## src/rtl/pwg_pkg.sv

```systemverilog
package pwg_pkg;
   typedef enum logic [1:0] {
      SZ_BYTE = 2'b00,
      SZ_HALF = 2'b01,
      SZ_WORD = 2'b10
   } acc_size_e;
endpackage

```

## src/rtl/pwg_decode.sv

```systemverilog
module pwg_decode #(
   parameter int                  AW         = 32,
   parameter int                  NPROT      = 4,
   parameter logic [AW-1:0]       CMD_ADDR   = 32'hFFFFF1FC,
   parameter logic [AW-1:0]       ERR_ADDR   = 32'hFFFFF1F8,
   parameter logic [NPROT*AW-1:0] PROT_ADDRS = '0
) (
   input  logic             bus_valid,
   input  logic             bus_write,
   input  logic [AW-1:0]    bus_addr,
   input  logic [1:0]       bus_size,
   input  logic             wdata_b0,
   output logic             cmd_hit,
   output logic             any_wr,
   output logic             err_clr,
   output logic             rd_err,
   output logic [NPROT-1:0] wr_sel,
   output logic [NPROT-1:0] rd_sel
);
   import pwg_pkg::*;

   logic             wr_cyc;
   logic             rd_cyc;
   logic [NPROT-1:0] match;

   assign wr_cyc  = bus_valid &  bus_write;
   assign rd_cyc  = bus_valid & ~bus_write;
   assign any_wr  = wr_cyc;
   assign cmd_hit = wr_cyc & (bus_addr == CMD_ADDR) & (bus_size == SZ_BYTE);
   assign err_clr = wr_cyc & (bus_addr == ERR_ADDR) & wdata_b0;
   assign rd_err  = rd_cyc & (bus_addr == ERR_ADDR);

   for (genvar i = 0; i < NPROT; i++) begin : g_match
      assign match[i]  = (bus_addr == PROT_ADDRS[i*AW +: AW]);
      assign wr_sel[i] = wr_cyc & match[i];
      assign rd_sel[i] = rd_cyc & match[i];
   end
endmodule

```

## src/rtl/pwg_arm.sv

```systemverilog
module pwg_arm #(
   parameter int NPROT       = 4,
   parameter bit HOLD_EXTEND = 1'b1
) (
   input  logic             clk,
   input  logic             rst_n,
   input  logic             cmd_hit,
   input  logic             any_wr,
   input  logic             err_clr,
   input  logic [NPROT-1:0] wr_sel,
   output logic             armed_q,
   output logic             err_q,
   output logic             int_hold
);
   always_ff @(posedge clk) begin
      if (!rst_n) begin
         armed_q <= 1'b0;
         err_q   <= 1'b0;
      end else begin
         if (any_wr) armed_q <= cmd_hit;
         if ((|wr_sel) && !armed_q) err_q <= 1'b1;
         else if (err_clr)          err_q <= 1'b0;
      end
   end

   if (HOLD_EXTEND) begin : g_hold_ext
      logic hold_q;
      always_ff @(posedge clk) begin
         if (!rst_n) hold_q <= 1'b0;
         else        hold_q <= cmd_hit;
      end
      assign int_hold = cmd_hit | hold_q;
   end else begin : g_hold_now
      assign int_hold = cmd_hit;
   end
endmodule

```

## src/rtl/pwg_regs.sv

```systemverilog
module pwg_regs #(
   parameter int                     NPROT     = 4,
   parameter int                     REG_W     = 8,
   parameter int                     DW        = 32,
   parameter logic [NPROT*REG_W-1:0] PROT_RSTS = '0
) (
   input  logic                   clk,
   input  logic                   rst_n,
   input  logic                   armed,
   input  logic [NPROT-1:0]       wr_sel,
   input  logic [NPROT-1:0]       rd_sel,
   input  logic                   rd_err,
   input  logic                   err_bit,
   input  logic [REG_W-1:0]       wdata,
   output logic [NPROT-1:0]       wr_stb,
   output logic [NPROT*REG_W-1:0] regs_q,
   output logic [DW-1:0]          rdata
);
   for (genvar i = 0; i < NPROT; i++) begin : g_reg
      logic [REG_W-1:0] q;
      assign wr_stb[i] = wr_sel[i] & armed;
      always_ff @(posedge clk) begin
         if (!rst_n)         q <= PROT_RSTS[i*REG_W +: REG_W];
         else if (wr_stb[i]) q <= wdata;
      end
      assign regs_q[i*REG_W +: REG_W] = q;
   end

   always_comb begin
      rdata = '0;
      for (int i = 0; i < NPROT; i++) begin
         if (rd_sel[i]) rdata[REG_W-1:0] = regs_q[i*REG_W +: REG_W];
      end
      if (rd_err) rdata[0] = err_bit;
   end
endmodule

```

## src/rtl/prot_wr_gate.sv

```systemverilog
module prot_wr_gate #(
   parameter int                     AW          = 32,
   parameter int                     DW          = 32,
   parameter int                     REG_W       = 8,
   parameter int                     NPROT       = 4,
   parameter bit                     HOLD_EXTEND = 1'b1,
   parameter logic [AW-1:0]          CMD_ADDR    = 32'hFFFFF1FC,
   parameter logic [AW-1:0]          ERR_ADDR    = 32'hFFFFF1F8,
   parameter logic [NPROT*AW-1:0]    PROT_ADDRS  = {32'hFFFFF8FC, 32'hFFFFF8F8,
                                                    32'hFFFFF8F4, 32'hFFFFF8F0},
   parameter logic [NPROT*REG_W-1:0] PROT_RSTS   = {8'h00, 8'h01, 8'hA5, 8'h00}
) (
   input  logic                   clk,
   input  logic                   rst_n,
   input  logic                   bus_valid,
   input  logic                   bus_write,
   input  logic [AW-1:0]          bus_addr,
   input  logic [1:0]             bus_size,
   input  logic [DW-1:0]          bus_wdata,
   output logic [DW-1:0]          bus_rdata,
   output logic [NPROT*REG_W-1:0] prot_q,
   output logic [NPROT-1:0]       wr_stb,
   output logic                   prot_err,
   output logic                   int_hold
);
   if (NPROT < 1 || NPROT > 8) begin : g_bad_nprot
      $error("prot_wr_gate: NPROT must be 1..8");
   end
   if (REG_W < 1 || REG_W >= DW) begin : g_bad_regw
      $error("prot_wr_gate: REG_W must be 1..DW-1");
   end
   if (CMD_ADDR == ERR_ADDR) begin : g_bad_err
      $error("prot_wr_gate: ERR_ADDR collides with CMD_ADDR");
   end
   for (genvar i = 0; i < NPROT; i++) begin : g_chk_addr
      if (PROT_ADDRS[i*AW +: AW] == CMD_ADDR || PROT_ADDRS[i*AW +: AW] == ERR_ADDR) begin : g_bad
         $error("prot_wr_gate: guarded address collides with a control address");
      end
   end

   logic             cmd_hit;
   logic             any_wr;
   logic             err_clr;
   logic             rd_err;
   logic [NPROT-1:0] wr_sel;
   logic [NPROT-1:0] rd_sel;
   logic             armed_q;
   logic             unused_hi;

   assign unused_hi = ^bus_wdata[DW-1:REG_W];

   pwg_decode #(
      .AW(AW), .NPROT(NPROT), .CMD_ADDR(CMD_ADDR),
      .ERR_ADDR(ERR_ADDR), .PROT_ADDRS(PROT_ADDRS)
   ) u_decode (
      .bus_valid(bus_valid), .bus_write(bus_write), .bus_addr(bus_addr),
      .bus_size(bus_size), .wdata_b0(bus_wdata[0]),
      .cmd_hit(cmd_hit), .any_wr(any_wr), .err_clr(err_clr),
      .rd_err(rd_err), .wr_sel(wr_sel), .rd_sel(rd_sel)
   );

   pwg_arm #(.NPROT(NPROT), .HOLD_EXTEND(HOLD_EXTEND)) u_arm (
      .clk(clk), .rst_n(rst_n), .cmd_hit(cmd_hit), .any_wr(any_wr),
      .err_clr(err_clr), .wr_sel(wr_sel), .armed_q(armed_q),
      .err_q(prot_err), .int_hold(int_hold)
   );

   pwg_regs #(
      .NPROT(NPROT), .REG_W(REG_W), .DW(DW), .PROT_RSTS(PROT_RSTS)
   ) u_regs (
      .clk(clk), .rst_n(rst_n), .armed(armed_q), .wr_sel(wr_sel),
      .rd_sel(rd_sel), .rd_err(rd_err), .err_bit(prot_err),
      .wdata(bus_wdata[REG_W-1:0]), .wr_stb(wr_stb), .regs_q(prot_q),
      .rdata(bus_rdata)
   );
endmodule

```

## config.mk

```make
export PLATFORM = sky130hd
export DESIGN_NAME = prot_wr_gate
export DESIGN_NICKNAME = d
export VERILOG_FILES = /design/src/rtl/pwg_pkg.sv /design/src/rtl/pwg_decode.sv /design/src/rtl/pwg_arm.sv /design/src/rtl/pwg_regs.sv /design/src/rtl/prot_wr_gate.sv
export SDC_FILE = /design/constraint.sdc
export NUM_CORES = 1
export LEC_CHECK = 0
export BUFFER_PORTS_ARGS = -buffer_cell sky130_fd_sc_hd__clkbuf_2
export CAP_MARGIN = 25
export CORE_ASPECT_RATIO = 1.75
export CORE_UTILIZATION = 42
export CTS_CLUSTER_DIAMETER = 30
export DETAILED_ROUTE_END_ITERATION = 12
export PLACE_DENSITY = 0.81
export SLEW_MARGIN = 20
export SYNTH_ARGS = -nofsm -noshare
export SYNTH_HDL_FRONTEND = slang
export SYNTH_SLANG_ARGS = --single-unit
```

## constraint.sdc

```tcl
create_clock -name clk -period 2.67 [get_ports clk]
set_input_delay 0.534 -clock clk [delete_from_list [all_inputs] [get_ports clk]]
set_output_delay 0.534 -clock clk [all_outputs]
set_load 0.01 [all_outputs]
```

## Yosys cells after proc, flatten, opt, wreduce, memory -nomap -nowiden

Index checks and enable logic that the tools add are counted.

- Bitwise logic cells: 21
- Eq/ne operators: 6
- Mux-type cells: 7
- Reduce and logical (&&, ||, !) cells: 5

Operator list:

| cell | count |
|---|---|
| $eq 32x32->1 const B | 6 |
| $mux 8 | 4 |
| $and 1x1->1 | 19 |
| $reduce_or 4->1 | 1 |
| $mux 1 | 3 |
| $logic_not 2->1 | 1 |
| $reduce_bool 2->1 | 1 |
| $logic_and 1x1->1 | 1 |
| $logic_not 1->1 | 1 |
| $not 1->1 | 1 |
| $or 1x1->1 | 1 |

- Flip-flop bits (word level): 35
- Output and inout bits: 70

## Logic depth before layout (Yosys ltp)

Gate-level depths: netlist of the first run.

- Depth in word-level cells: 8
- Gate-level depth with buffers: 6

## By module

From an unflattened synthesis of the first run, not the netlist that was laid out.

- Cells, all modules: 252
- Area, all modules: 2019.4 µm²

By module, submodules not included:

| module | area each (µm²) | seq. area each (µm²) | instances | cells each |
|---|---|---|---|---|
| pwg_regs | 1674.1 | 640.6 | 1 | 207 |
| pwg_decode | 225.2 | 0.0 | 1 | 34 |
| pwg_arm | 120.1 | 60.1 | 1 | 11 |

## Worst setup path after synthesis of the first run

OpenSTA, ideal clock, no wires.

- Kind: input port to output port
- Start: in bus_addr[10]
- End: out bus_rdata[0]
- Arrival: 1987 ps
- Buffers on the path: 0
- Stages on the path: 3
- Required time: 2136 ps
- Slack: 149 ps
- Cell sequence: nand4b_2 or4_1 a2111oi_0

- Word-level cells in the longest chain between the ends: 7
- Elaborated cells on any way between the ends: 15
- Classes of those cells: 5 x eq/ne; 5 x mux; 5 x bitwise

Ends and longest elaborated chain:

| what | RTL line | text |
|---|---|---|
| start: declaration | prot_wr_gate.sv:17 | `input logic [AW-1:0] bus_addr,` |
| $eq 32x32->1 | pwg_decode.sv:34 | `assign match[i] = (bus_addr == PROT_ADDRS[i*AW +: AW]);` |
| $and 1x1->1 | pwg_decode.sv:36 | `assign rd_sel[i] = rd_cyc & match[i];` |
| $mux 8 (4 in series) | pwg_regs.sv:32 | `if (rd_sel[i]) rdata[REG_W-1:0] = regs_q[i*REG_W +: REG_W];` |
| $mux 1 * | pwg_regs.sv:34 | `if (rd_err) rdata[0] = err_bit;` |
| end: declaration | prot_wr_gate.sv:20 | `output logic [DW-1:0] bus_rdata,` |

Every way passes the cells marked *; elsewhere a longest branch is shown, timed or not.

## Final worst setup path of the first run

- Start: in bus_addr[10]
- End: out bus_rdata[2]

- Word-level cells in the longest chain between the ends: 6
- Elaborated cells on any way between the ends: 12
- Classes of those cells: 4 x eq/ne; 4 x mux; 4 x bitwise

Ends and longest elaborated chain:

| what | RTL line |
|---|---|
| $eq 32x32->1 | pwg_decode.sv:34 |
| $and 1x1->1 | pwg_decode.sv:36 |
| $mux 8 (3 in series) | pwg_regs.sv:32 |
| $mux 8 * | pwg_regs.sv:32 |

Marks and branches as above.

==> results list, run 1 <==
- The critical path goes through clkbuf_2 > nand4b_2 > nor4_1 > buf_4 > nand3_1 > buf_4 > and2b_1 > clkbuf_2.
- Using the TritonRoute via totals, the vias-per-cell ratio works out to about 5.2.
- Router iterations before antenna repair: 4
- The tree is rooted in a clkbuf_8.
- For this run, global-route usage on met2 was measured as 37.35%.
* X dimension of the die: 54.77 um
- At the placement stage, the worst setup path has a slack of 0.1827 ns.
* Worst Skew: 0.002812 ns
- Beginning of the worst register-to-register path: u_arm.armed_q
- Die extent in y: 94.35 um
- Post-synthesis instance area: between 2000 and 2500 um2
- Count of boundary I/O pins: 140
- Start point of the worst min-delay path: u_regs.g_reg[3].q[3]
* Endpoint, Worst Hold: u_regs.g_reg[3].q[3]
* Post-CTS Setup Repair Bufs: 0
* Later-pin clock latency in the skew report: 0.28 ns
- Hold is met by around 0.47 ns.
- Placeable Area: 4666 um2
- Register-to-Register Path Depth: 6
* Kind of end point of the critical path: output pin
* Sequential-to-total area share from yosys stat: 34.23%
- Across all layers, the routed design uses 1,904 vias.
- In this run the critical register-to-register path is captured at u_regs.g_reg[2].q[3].
* Final Net Count: 385
* Std-Cell Rows: 33
- The H-tree generated during clock tree synthesis spans 2 levels.
* Busiest layer in global routing: met2
- Final worst slack: approximately 0.20 ns
* Register bit count reported by yosys: 35
* Endpoint arrival time on the critical path: 1.94 ns
- The number of endpoints with negative hold slack in the final report came to 0.
- Cell area after placement: 2532 um2
- Final WL: roughly 5.1 mm
- The worst hold path belongs to the class register to register.
- In the global route stage, met3 resource usage came out at 4.187%.
- Entering global routing, the biggest net connects 26 pins.
* Antenna viol nets, final: 0
- Counting every instance in the synthesized netlist gives 215.
* Gpl congestion: 0.8396
- Initial antenna violation count: 0
- Post-Synthesis Mean Instance Area: 9.521 um2
* Register-to-register setup slack: 1.14 ns
* Overall overflow remaining after global route: 0
- Power spread over the standard cell area amounts to 374.7 nW/um2.
* Core utilization of the finished layout: a little under three fifths
* Worst endpoint required time: 2.14 ns
- First-iteration detailed-routing DRC count: 27
- The run finished with clean final reports.
- 0 antenna diodes ended up in the layout.
- FILL cells: 452
* DR WL/cell: ~14 um
- Clock tree synthesis inserted a total of 5 buffers.
- Number of different library cells in the post-synthesis netlist: 39
- Full die area: 5168 um2
- In this run the static leakage power is about 1.4 nW.
- Fraction of layout instances using a drive strength above 1: 38.85%
- The tree built by TritonCTS fans out to 35 sinks.
- After detailed routing, the number of remaining DRC violations is 0.
* Cell area after layout: 2605 um2
- Dividing the final minimum period by the clock period gives 92.57%.
- In this run the worst path has a maximum fanout of 7.
- Total Routing Usage GR: 20.70%
* Clock transition at the registers of the reported paths: 0.06 ns
- Buffers inserted to repair hold after CTS numbered 0.
- The count of buffers added on input and output ports is 91.
* Met1 layer usage reported by global route: roughly 22%
* Clock tree from TritonCTS: built
- Setup repair after global routing left no endpoint under its margin.
* Crit path time final: 2.472 ns
- For this run, the number of Yosys warnings is 0.
- The largest single stage delay on the critical path is between 0.3 and 0.4 ns.
* Critical path class: input pin to output pin
* Clock tree buffer depth: 2
- Sum Neg Setup Slack: 0 ns
* IR drop worst, VDD: 473.2 uV
* Critical path launch point type: input pin
- Maxcap violations: 0
- Number of setup violations in the final report: 0
* Post-cts resize count: 0
- Max Slew Vio Count: 0
- For this design, the slowest cell found on the critical path is nor4_1.
* Post-detail-place hpwl: 4.162 mm
- Worst hold path depth: 2
* Synth-to-Final Area Change: 27.26%
- The first global-routing pass estimated 7.721 mm of wire.
* Starting Density: 43.87%
- For this run, the top clock speed supported by timing is 0.4046 GHz.
* Vias in the first global route: 1,732
[synth_stat cells, drive strengths merged]
library cell	count	share of area, %
mux2i	29	14
inv	8	1.5
dfxtp	35	34
o41ai	3	1.3
conb	1	0.18
nand2	41	7.5
clkinv	1	0.18
nand3b	1	0.37
mux2	1	0.55
buf	28	9.8
o31a	1	0.43
nor2b	5	1.5
nand2b	4	1.2
nand4	8	3.5
and2b	3	1.1
nor4	4	2.7
or4	2	0.73
a31oi	1	0.31
a2111oi	1	0.43
nor3	5	1.2
a41oi	1	0.43
nor2	5	0.92
mux4	7	7.7
nand4b	5	3.2
nand3	4	1.6
a311oi	1	0.43
o211ai	3	1.1
and4	1	0.43
clkbuf	4	0.73
a21oi	1	0.24
and3	1	0.31
[layout make-up]
type | instances | area, um2 | area share [%]
clock buffer | 6 | 72.57 | 2.786
tap | 52 | 65.06 | 2.498
sequential | 35 | 700.7 | 26.90
inverter | 9 | 33.78 | 1.297
multi-input combinational | 162 | 1182 | 45.39
timing repair buffer | 102 | 550.5 | 21.13
[report_power, final]
group	switching (mW)	internal (mW)
combinational	0.0656	0.0452
sequential	0.0000000000107	0.522
clock	0.170	0.174
[worst max-delay path, delay by kind of cell]
kind          cells  cell delay (ns)
simple gates      4             0.83
buf+inv           4             0.56
[flip-flops by register name (all words and copies together) (netlist names)]
signal and cells:
u_arm.armed_q 1, u_regs.g.q 32, u_arm.g_hold_ext.hold_q 1, u_arm.err_q 1
[worst max path at each step]
stage	start	end	slack, ns	cells after the start
after global placement	bus_addr[10]	bus_rdata[0]	0.17	5
after global routing	bus_addr[9]	bus_rdata[2]	0.12	8
after floorplan	bus_addr[10]	bus_rdata[0]	0.15	3
after detailed placement	bus_addr[10]	bus_rdata[2]	0.18	8
after CTS	bus_addr[10]	bus_rdata[2]	0.17	8
final	bus_addr[10]	bus_rdata[2]	0.20	8
[placed cells by master (no fill, tap or decap), types with 2 or more instances in the layout]
cell	count
nor4_4	2
nor2_1	5
inv_1	8
o211ai_1	3
nand2_1	41
and2b_1	3
nand3_1	3
clkbuf_8	5
dfxtp_1	35
nand2b_1	4
or4_1	2
conb_1	24
nor3_1	5
mux2i_1	29
nand4_1	6
mux4_2	7
buf_4	10
nor2b_1	5
o41ai_1	3
clkbuf_2	91
nor4_1	2
nand4b_1	3
[layer usage]
| layer | vias to the layer above | wire, um | part of all wire (%) |
|---|---|---|---|
| met1 | 877 | 1821 | 36 |
| met5 | - | 0 | 0 |
| met3 | 8 | 411 | 8.1 |
| li1 | 919 | - | - |
| met4 | 0 | 95 | 1.9 |
| met2 | 100 | 2760 | 54 |
[metrics by stage]
step                cells  power [mW]
floorplan             238      0.6195
global placement      360      0.6436
detailed placement    360      0.6449
CTS                   366      0.9888
global route          366       1.023
finish                366      0.9760
[kinds of logic (layout without fill, tap and decap cells)]
kind of cell    after synthesis  after routing  synth area share [%]
flops                        35             35                 34.23
simple gates                 89             89                 26.28
mux                          37             37                 22.43
buf+inv                      41            117                 12.22
compound gates               12             12                 4.646
other cells                   1             24                0.1832
Power figures use the tool's default switching activity.
==> inputs of run 2 (changes only) <==
Settings changed: CORE_MARGIN set to 2.
==> run 2 against run 1 <==
  * Wire length increased by 6.1%
  * First-iteration DRC count increased by 81%
  * Fmax decreased by 3.8%
  * Critical path depth decreased by 3
  * Hold slack improved by 0.0020 ns
  * Cell area increased by 1.3%
  * Via count increased by 0.32%
  * Combinational power about the same
  * Count of clock-buffer cells in the layout increased by 2
  * Core utilization increased by 0.25 points
  * Highest routed layer unchanged
==> results list, run 2 (same netlist as run 1, synthesis figures left out) <==
* Result of the run: completed
- Clock Sink Count: 35 (unchanged)
- The max-slew violation count is 0 (unchanged).
* IO buf count: 91 (unchanged)
- The power density relative to cell area was 395.9 nW/um2 (+5.7%).
- Vias in the first global route: 1,779 (+2.7%)
* Pin count of the biggest net entering global routing: 26 (unchanged)
- The wire length of the first global-routing pass was 8.328 mm (+7.9%).
- Total Routing Usage GR: 19.68% (-1.0 points)
- Overall overflow remaining after global route: 0 (unchanged)
* First-iteration detailed-routing DRC count: 49 (+81%)
- The worst setup path is launched from an input pin.
- In this run the critical register-to-register path is launched from u_arm.armed_q.
- The number of DRC violations after detailed routing is 0 (unchanged).
* R2R Path End: u_regs.g_reg[2].q[4]
* Post-detail-place hpwl: 4.418 mm (+6.1%)
- Gpl congestion: 0.8522 (+1.5%)
* Min-delay worst type: register to register
* FMAX: 0.3892 GHz (-3.8%)
- The worst-skew pair later-pin latency was 0.28 ns (about the same).
* Total count of hold-check failures in the final report: 0 (unchanged)
* Total power consumption of the routed design: 1.045 mW (+7.1%)
- Worst endpoint required time: 2.14 ns (about the same)
- u_regs.g.q holds more flip-flops than any other register.
* Kind of end point of the critical path: output pin
- Die extent in y: 96.35 um (+2.1%)
- Worst setup path startpoint: bus_addr[10]
- H-tree lvl count: 2 (unchanged)
* Std-Cell Rows: 33 (unchanged)
- The met1 track demand over resource was 20.94% (-0.64 points).
- The arrival time of data at the critical path endpoint is 2.04 ns (+0.10 ns).
- The total of max-cap violations is 0 (unchanged).
- The via-per-instance ratio came to 5.176 (-0.50%).
- Count of boundary I/O pins: 140 (unchanged)
- Setup repair after global routing left no endpoint under its margin.
- Clock tree from TritonCTS: built
* Clock buffer count from CTS: 5 (unchanged)
* Endpoint, Worst Hold: u_regs.g_reg[2].q[3]
* Placeable Area: 4707 um2 (+0.88%)
- The peak ir drop on the vdd network came to 338.1 uV (-29%).
- Final clock period utilization by the worst path: 96.24% (+3.7 points)
- Clock transition at the registers of the reported paths: 0.07 ns (about the same)
- The overall die area is 5470 um2 (+5.8%).
- Leaving out fill and tap cells, the most frequent cell in the layout is clkbuf_2.
- The worst-path maximum fanout was 3 (-4).
- Number of flip-flops in the largest register: 32 (unchanged)
* Number of setup violations in the final report: 0 (unchanged)
* Starting Density: 43.49% (-0.38 points)
- Worst hold path depth: 2 (unchanged)
- The global routing met2 resource utilization was 37.02% (-0.33 points).
- The worst-case clock skew is 0.002713 ns (-0.00009898 ns).
* Buffer cell driving the clock tree root: clkbuf_8
* Commonest cells after routing, fill and taps aside: clkbuf_2 (91), nand2_1 (41), dfxtp_1 (35)
* Antenna viol nets, final: 0 (unchanged)
- The worst setup path is of the input pin to output pin kind.
* Leakage power of the design: 1.409 nW (+1.1%)
- Slew at the pin with the worst max-slew slack: 0.4934 ns
* Count of antenna diodes in the layout: 0 (unchanged)
- Synth-to-Final Area Change: 28.97%
* Register-to-register setup slack: 1.12 ns (-0.02 ns)
- Post-CTS Setup Repair Bufs: 0 (unchanged)
- The share of cells above drive strength 1 is 40.06% (+1.2 points).
- The chip width was 56.77 um (+3.7%).
- Router iterations before antenna repair: 5 (+1)
* Vias: 1,910 (+0.32%)
- DR WL/cell: 14.63 um (+5.2%)
- Worst hold slack: 0.4767 ns (+0.001959 ns)
* Register-to-Register Path Depth: 6 (unchanged)
- The startpoint identified for the worst hold timing path is u_regs.g_reg[2].q[3].
- Crit path time final: 2.570 ns (+0.09806 ns)
* Clock tree buffer depth: 2 (unchanged)
- The total routed wirelength was 5.400 mm (+6.1%).
- Initial antenna violation count: 0 (unchanged)
* Busiest layer in global routing: met2
* Met3 usage: 3.898% (-0.29 points)
* Max-slew headroom at the worst pin: 66.86%
- The total negative setup slack was 0 ns (unchanged).
* Final Net Count: 386 (+0.26%)
## run 2: timing repair
item / CTS / global route
endpoints found under the setup margin: 0 / 6
hold endpoints to repair: 0 / 0
gates resized for setup: 0 / 3
hold buffers: 0 / 0
## run 2: worst max-delay path by stage
stage | cells past startpoint | endpoint | slack [ns]
6_report | 5 | bus_rdata[0] | 0.10
2_1_floorplan | 3 | bus_rdata[0] | 0.15
3_3_place_gp | 6 | bus_rdata[1] | 0.05
5_1_grt | 5 | bus_rdata[0] | 0.04
3_5_place_dp | 6 | bus_rdata[1] | 0.05
4_1_cts | 6 | bus_rdata[1] | 0.04
## run 2: routing by layer
| metal | wire, um | vias to the layer above |
|---|---|---|
| met2 | 2896 | 119 |
| met4 | 108 | 0 |
| met1 | 1917 | 865 |
| met5 | 0 | - |
| li1 | - | 915 |
| met3 | 477 | 11 |
## run 2: layout make-up
class	count	area, um2
repair buffers	103	545.5
clock buffers	8	100.1
flip-flops and latches	35	700.7
multi-input cells	162	1195
fillers	448	2067
inverters	9	33.78
well taps	52	65.06
## run 2: critical path, cell delays in order
cell       delay (ns)
clkbuf_2         0.08
nand4b_2         0.25
or4_1            0.62
a2111oi_1        0.34
clkbuf_2         0.21
## run 2: metrics by stage
step / cells / setup WS [ns] / cell area (um2) / util, %
after floorplan: 238 / 0.1489 / 2133 / -
after global placement: 361 / 0.05462 / 2527 / 53.69
after detailed placement: 361 / 0.05047 / 2527 / 53.69
after CTS: 369 / 0.04279 / 2628 / 55.82
after global routing: 369 / 0.03583 / 2640 / 56.09
final: 369 / 0.1004 / 2640 / 56.09
## run 2: report_power, final
| group | internal, mW | switching [mW] | leakage, nW |
|---|---|---|---|
| combinational | 0.0447 | 0.0678 | 1.08 |
| clock | 0.235 | 0.175 | 0.0515 |
| sequential | 0.522 | 0.0000000000115 | 0.282 |
==> inputs of run 3 (changes only) <==
Settings changed: CORE_ASPECT_RATIO 1.75 to 1.1.
==> run 3 against run 2 <==
  * Fmax increased by 1.1%
  * Global-route usage increased by 0.77 points
  * Non-clock buffer count unchanged
  * Clock skew about the same
  * First-iteration DRC count increased by 100%
  * Via count increased by 0.63%
  * Total power increased by 0.79%
  * Cell area decreased by 0.28%
  * Count of clock-buffer cells in the layout unchanged
  * Critical path depth unchanged
  * Sequential power about the same
  * Core utilization increased by 0.11 points
==> results list, run 3 (same netlist as run 1, synthesis figures left out) <==
* Result of the run: completed
- The pin count of the biggest net entering global routing is 22 (-15%).
- Kind of end point of the critical path: output pin
* Mean number of vias per cell: 5.153 (-0.45%)
* Register name with the most flops: u_regs.g.q
- Clock Sink Count: 35 (unchanged)
* Overall overflow remaining after global route: 0 (unchanged)
- The worst-path maximum fanout is 3 (unchanged).
* Final WL: 5.464 mm (+1.2%)
- The count of vias placed by the detailed router came to 1,922 (+0.63%).
* Post-CTS Setup Repair Bufs: 0 (unchanged)
* Vias in the first global route: 1,822 (+2.4%)
* Total count of hold-check failures in the final report: 0 (unchanged)
- Router iterations before antenna repair: 4 (-1)
- Maxcap violations: 0 (unchanged)
- The number of top-level pins came to 140 (unchanged).
- DR WL/cell: 14.65 um (+0.10%)
- Placeable Area: 4684 um2 (-0.48%)
- Start point of the worst min-delay path: u_regs.g_reg[0].q[4]
* Final clock period utilization by the worst path: 95.15% (-1.1 points)
- Total Routing Usage GR: 20.45% (+0.77 points)
* Die extent in y: 77.22 um (-20%)
- First-iteration detailed-routing DRC count: 100 (+100%)
* Sum Neg Setup Slack: 0 ns (unchanged)
- Later-pin clock latency in the skew report: 0.29 ns (about the same)
* Count of antenna diodes in the layout: 0 (unchanged)
* DP Worst Slack: 0.1339 ns (+0.08338 ns)
- Clock tree buffer depth: 2 (unchanged)
* IR drop worst, VDD: 275.6 uV (-18%)
- The post-layout worst setup margin is 0.1295 ns (+0.02907 ns).
- Worst setup path startpoint: bus_addr[10]
* Worst Skew: 0.002354 ns (-0.0003590 ns)
- Endpoint arrival time on the critical path: 2.01 ns (-0.03 ns)
* Clock transition at the registers of the reported paths: 0.06 ns (about the same)
* RSZ-0062 raised after global routing: no
* Cells along the critical path: clkbuf_2 > nand4b_2 > or4_1 > a2111oi_0 > clkbuf_2
- Commonest cells after routing, fill and taps aside: clkbuf_2 (91), nand2_1 (41), dfxtp_1 (35)
- Min-delay worst type: register to register
- The worst setup path is launched from an input pin.
- Worst hold slack: 0.4778 ns (+0.001029 ns)
- Post-cts resize count: 0 (unchanged)
* Fraction of layout instances using a drive strength above 1: 39.43% (-0.63 points)
- The max-slew violation count came to 0 (unchanged).
- Synth-to-Final Area Change: 28.61%
- Crit-path most repeated cell: clkbuf_2
- The count of endpoints failing setup in the final report was 0 (unchanged).
* Initial antenna violation count: 0 (unchanged)
- The power density relative to cell area is 400.1 nW/um2 (+1.1%).
- The chip width was 70.57 um (+24%).
* CP bufs+invs: 2 (unchanged)
- The post-layout minimum cycle time came to 2.541 ns (-0.02907 ns).
- The number of rows in the core area was 26 (-21%).
- DRC violation count after routing: 0 (unchanged)
- The cell family contributing the most delay on the critical path is simple AND/OR/NAND/NOR gates.
- The sum of net half-perimeters after detailed placement was 4.348 mm (-1.6%).
- The H-tree depth reported by CTS came to 2 (unchanged).
* Full die area: 5449 um2 (-0.38%)
* Starting Density: 43.70% (+0.21 points)
* Clock buffer count from CTS: 5 (unchanged)
- The number of flip-flops under the largest register name was 32 (unchanged).
- Critical path class: input pin to output pin
* Slowest stage cell, crit path: or4_1
- In this run the critical register-to-register path is launched from u_arm.armed_q.
- The leakage component of the power is 1.408 nW (about the same).
- The wire length of the first global-routing pass was 8.700 mm (+4.5%).
* Most frequent standard cell in the layout excluding fill and tap cells: clkbuf_2
- Clock tree from TritonCTS: built
- IO buf count: 91 (unchanged)
- The data required time at the worst endpoint came to 2.14 ns (about the same).
* Largest stage delay on the critical path: 0.59 ns (-0.03 ns)
- The tree is rooted in a clkbuf_8.
- Gpl congestion: 0.8368 (-1.8%)
- Final Net Count: 386 (unchanged)
- FMAX: 0.3936 GHz (+1.1%)
- Antenna viol nets, final: 0 (unchanged)
- The number of buffers inserted for hold repair after clock tree synthesis is 0 (unchanged).
==> run 3: cell counts in the layout (fill, tap and decap cells not counted) <==
No cell type changed its count.
==> run 3: metal layers <==
| layer | global-route usage (%) | vias up | share of wire [%] |
|---|---|---|---|
| met2 | 36.51 | 85 | 51 |
| met3 | 5.519 | 7 | 8.4 |
| met5 | 0 | - | 0 |
| li1 | - | 922 | - |
| met1 | 23.65 | 908 | 40 |
| met4 | 6.226 | 0 | 0.99 |
==> run 3: layout make-up <==
cell class / instances / area (um2)
clock buffer: 8 / 100.1
fill: 442 / 2052
inverter: 9 / 33.78
multi-input combinational: 162 / 1182
sequential: 35 / 700.7
tap: 56 / 70.07
timing repair buffer: 103 / 545.5
==> run 3: path summary, 6_finish.rpt <==
| check | endpoint | slack, ns | depth (start not counted) |
|---|---|---|---|
| max | bus_rdata[0] | 0.13 | 5 |
| min | u_regs.g_reg[0].q[4] | 0.48 | 2 |
| max reg2reg | u_regs.g_reg[2].q[5] | 1.13 | 6 |
| min reg2reg | u_regs.g_reg[0].q[4] | 0.48 | 2 |
==> run 3: report_power, final <==
group	switching, mW	internal [mW]	leakage [nW]
sequential	0.0000000000111	0.522	0.282
clock	0.185	0.235	0.0515
combinational	0.0670	0.0442	1.07
total	0.252	0.801	1.41
==> run 3: per-stage QoR <==
stage | instances | power [mW] | utilization [%] | instance area (um2)
after floorplan | 238 | 0.6195 | - | 2133
after global placement | 365 | 0.6438 | 54.06 | 2532
after detailed placement | 365 | 0.6443 | 54.06 | 2532
after CTS | 373 | 1.058 | 56.20 | 2633
after global routing | 373 | 1.098 | 56.20 | 2633
final | 373 | 1.053 | 56.20 | 2633
==> run 3: tightest hold or removal path, delay by kind of cell (launching register included) <==
family,cells,cell delay (ns)
and+or+nand+nor,1,0.05
muxes,1,0.06
DFF,1,0.32
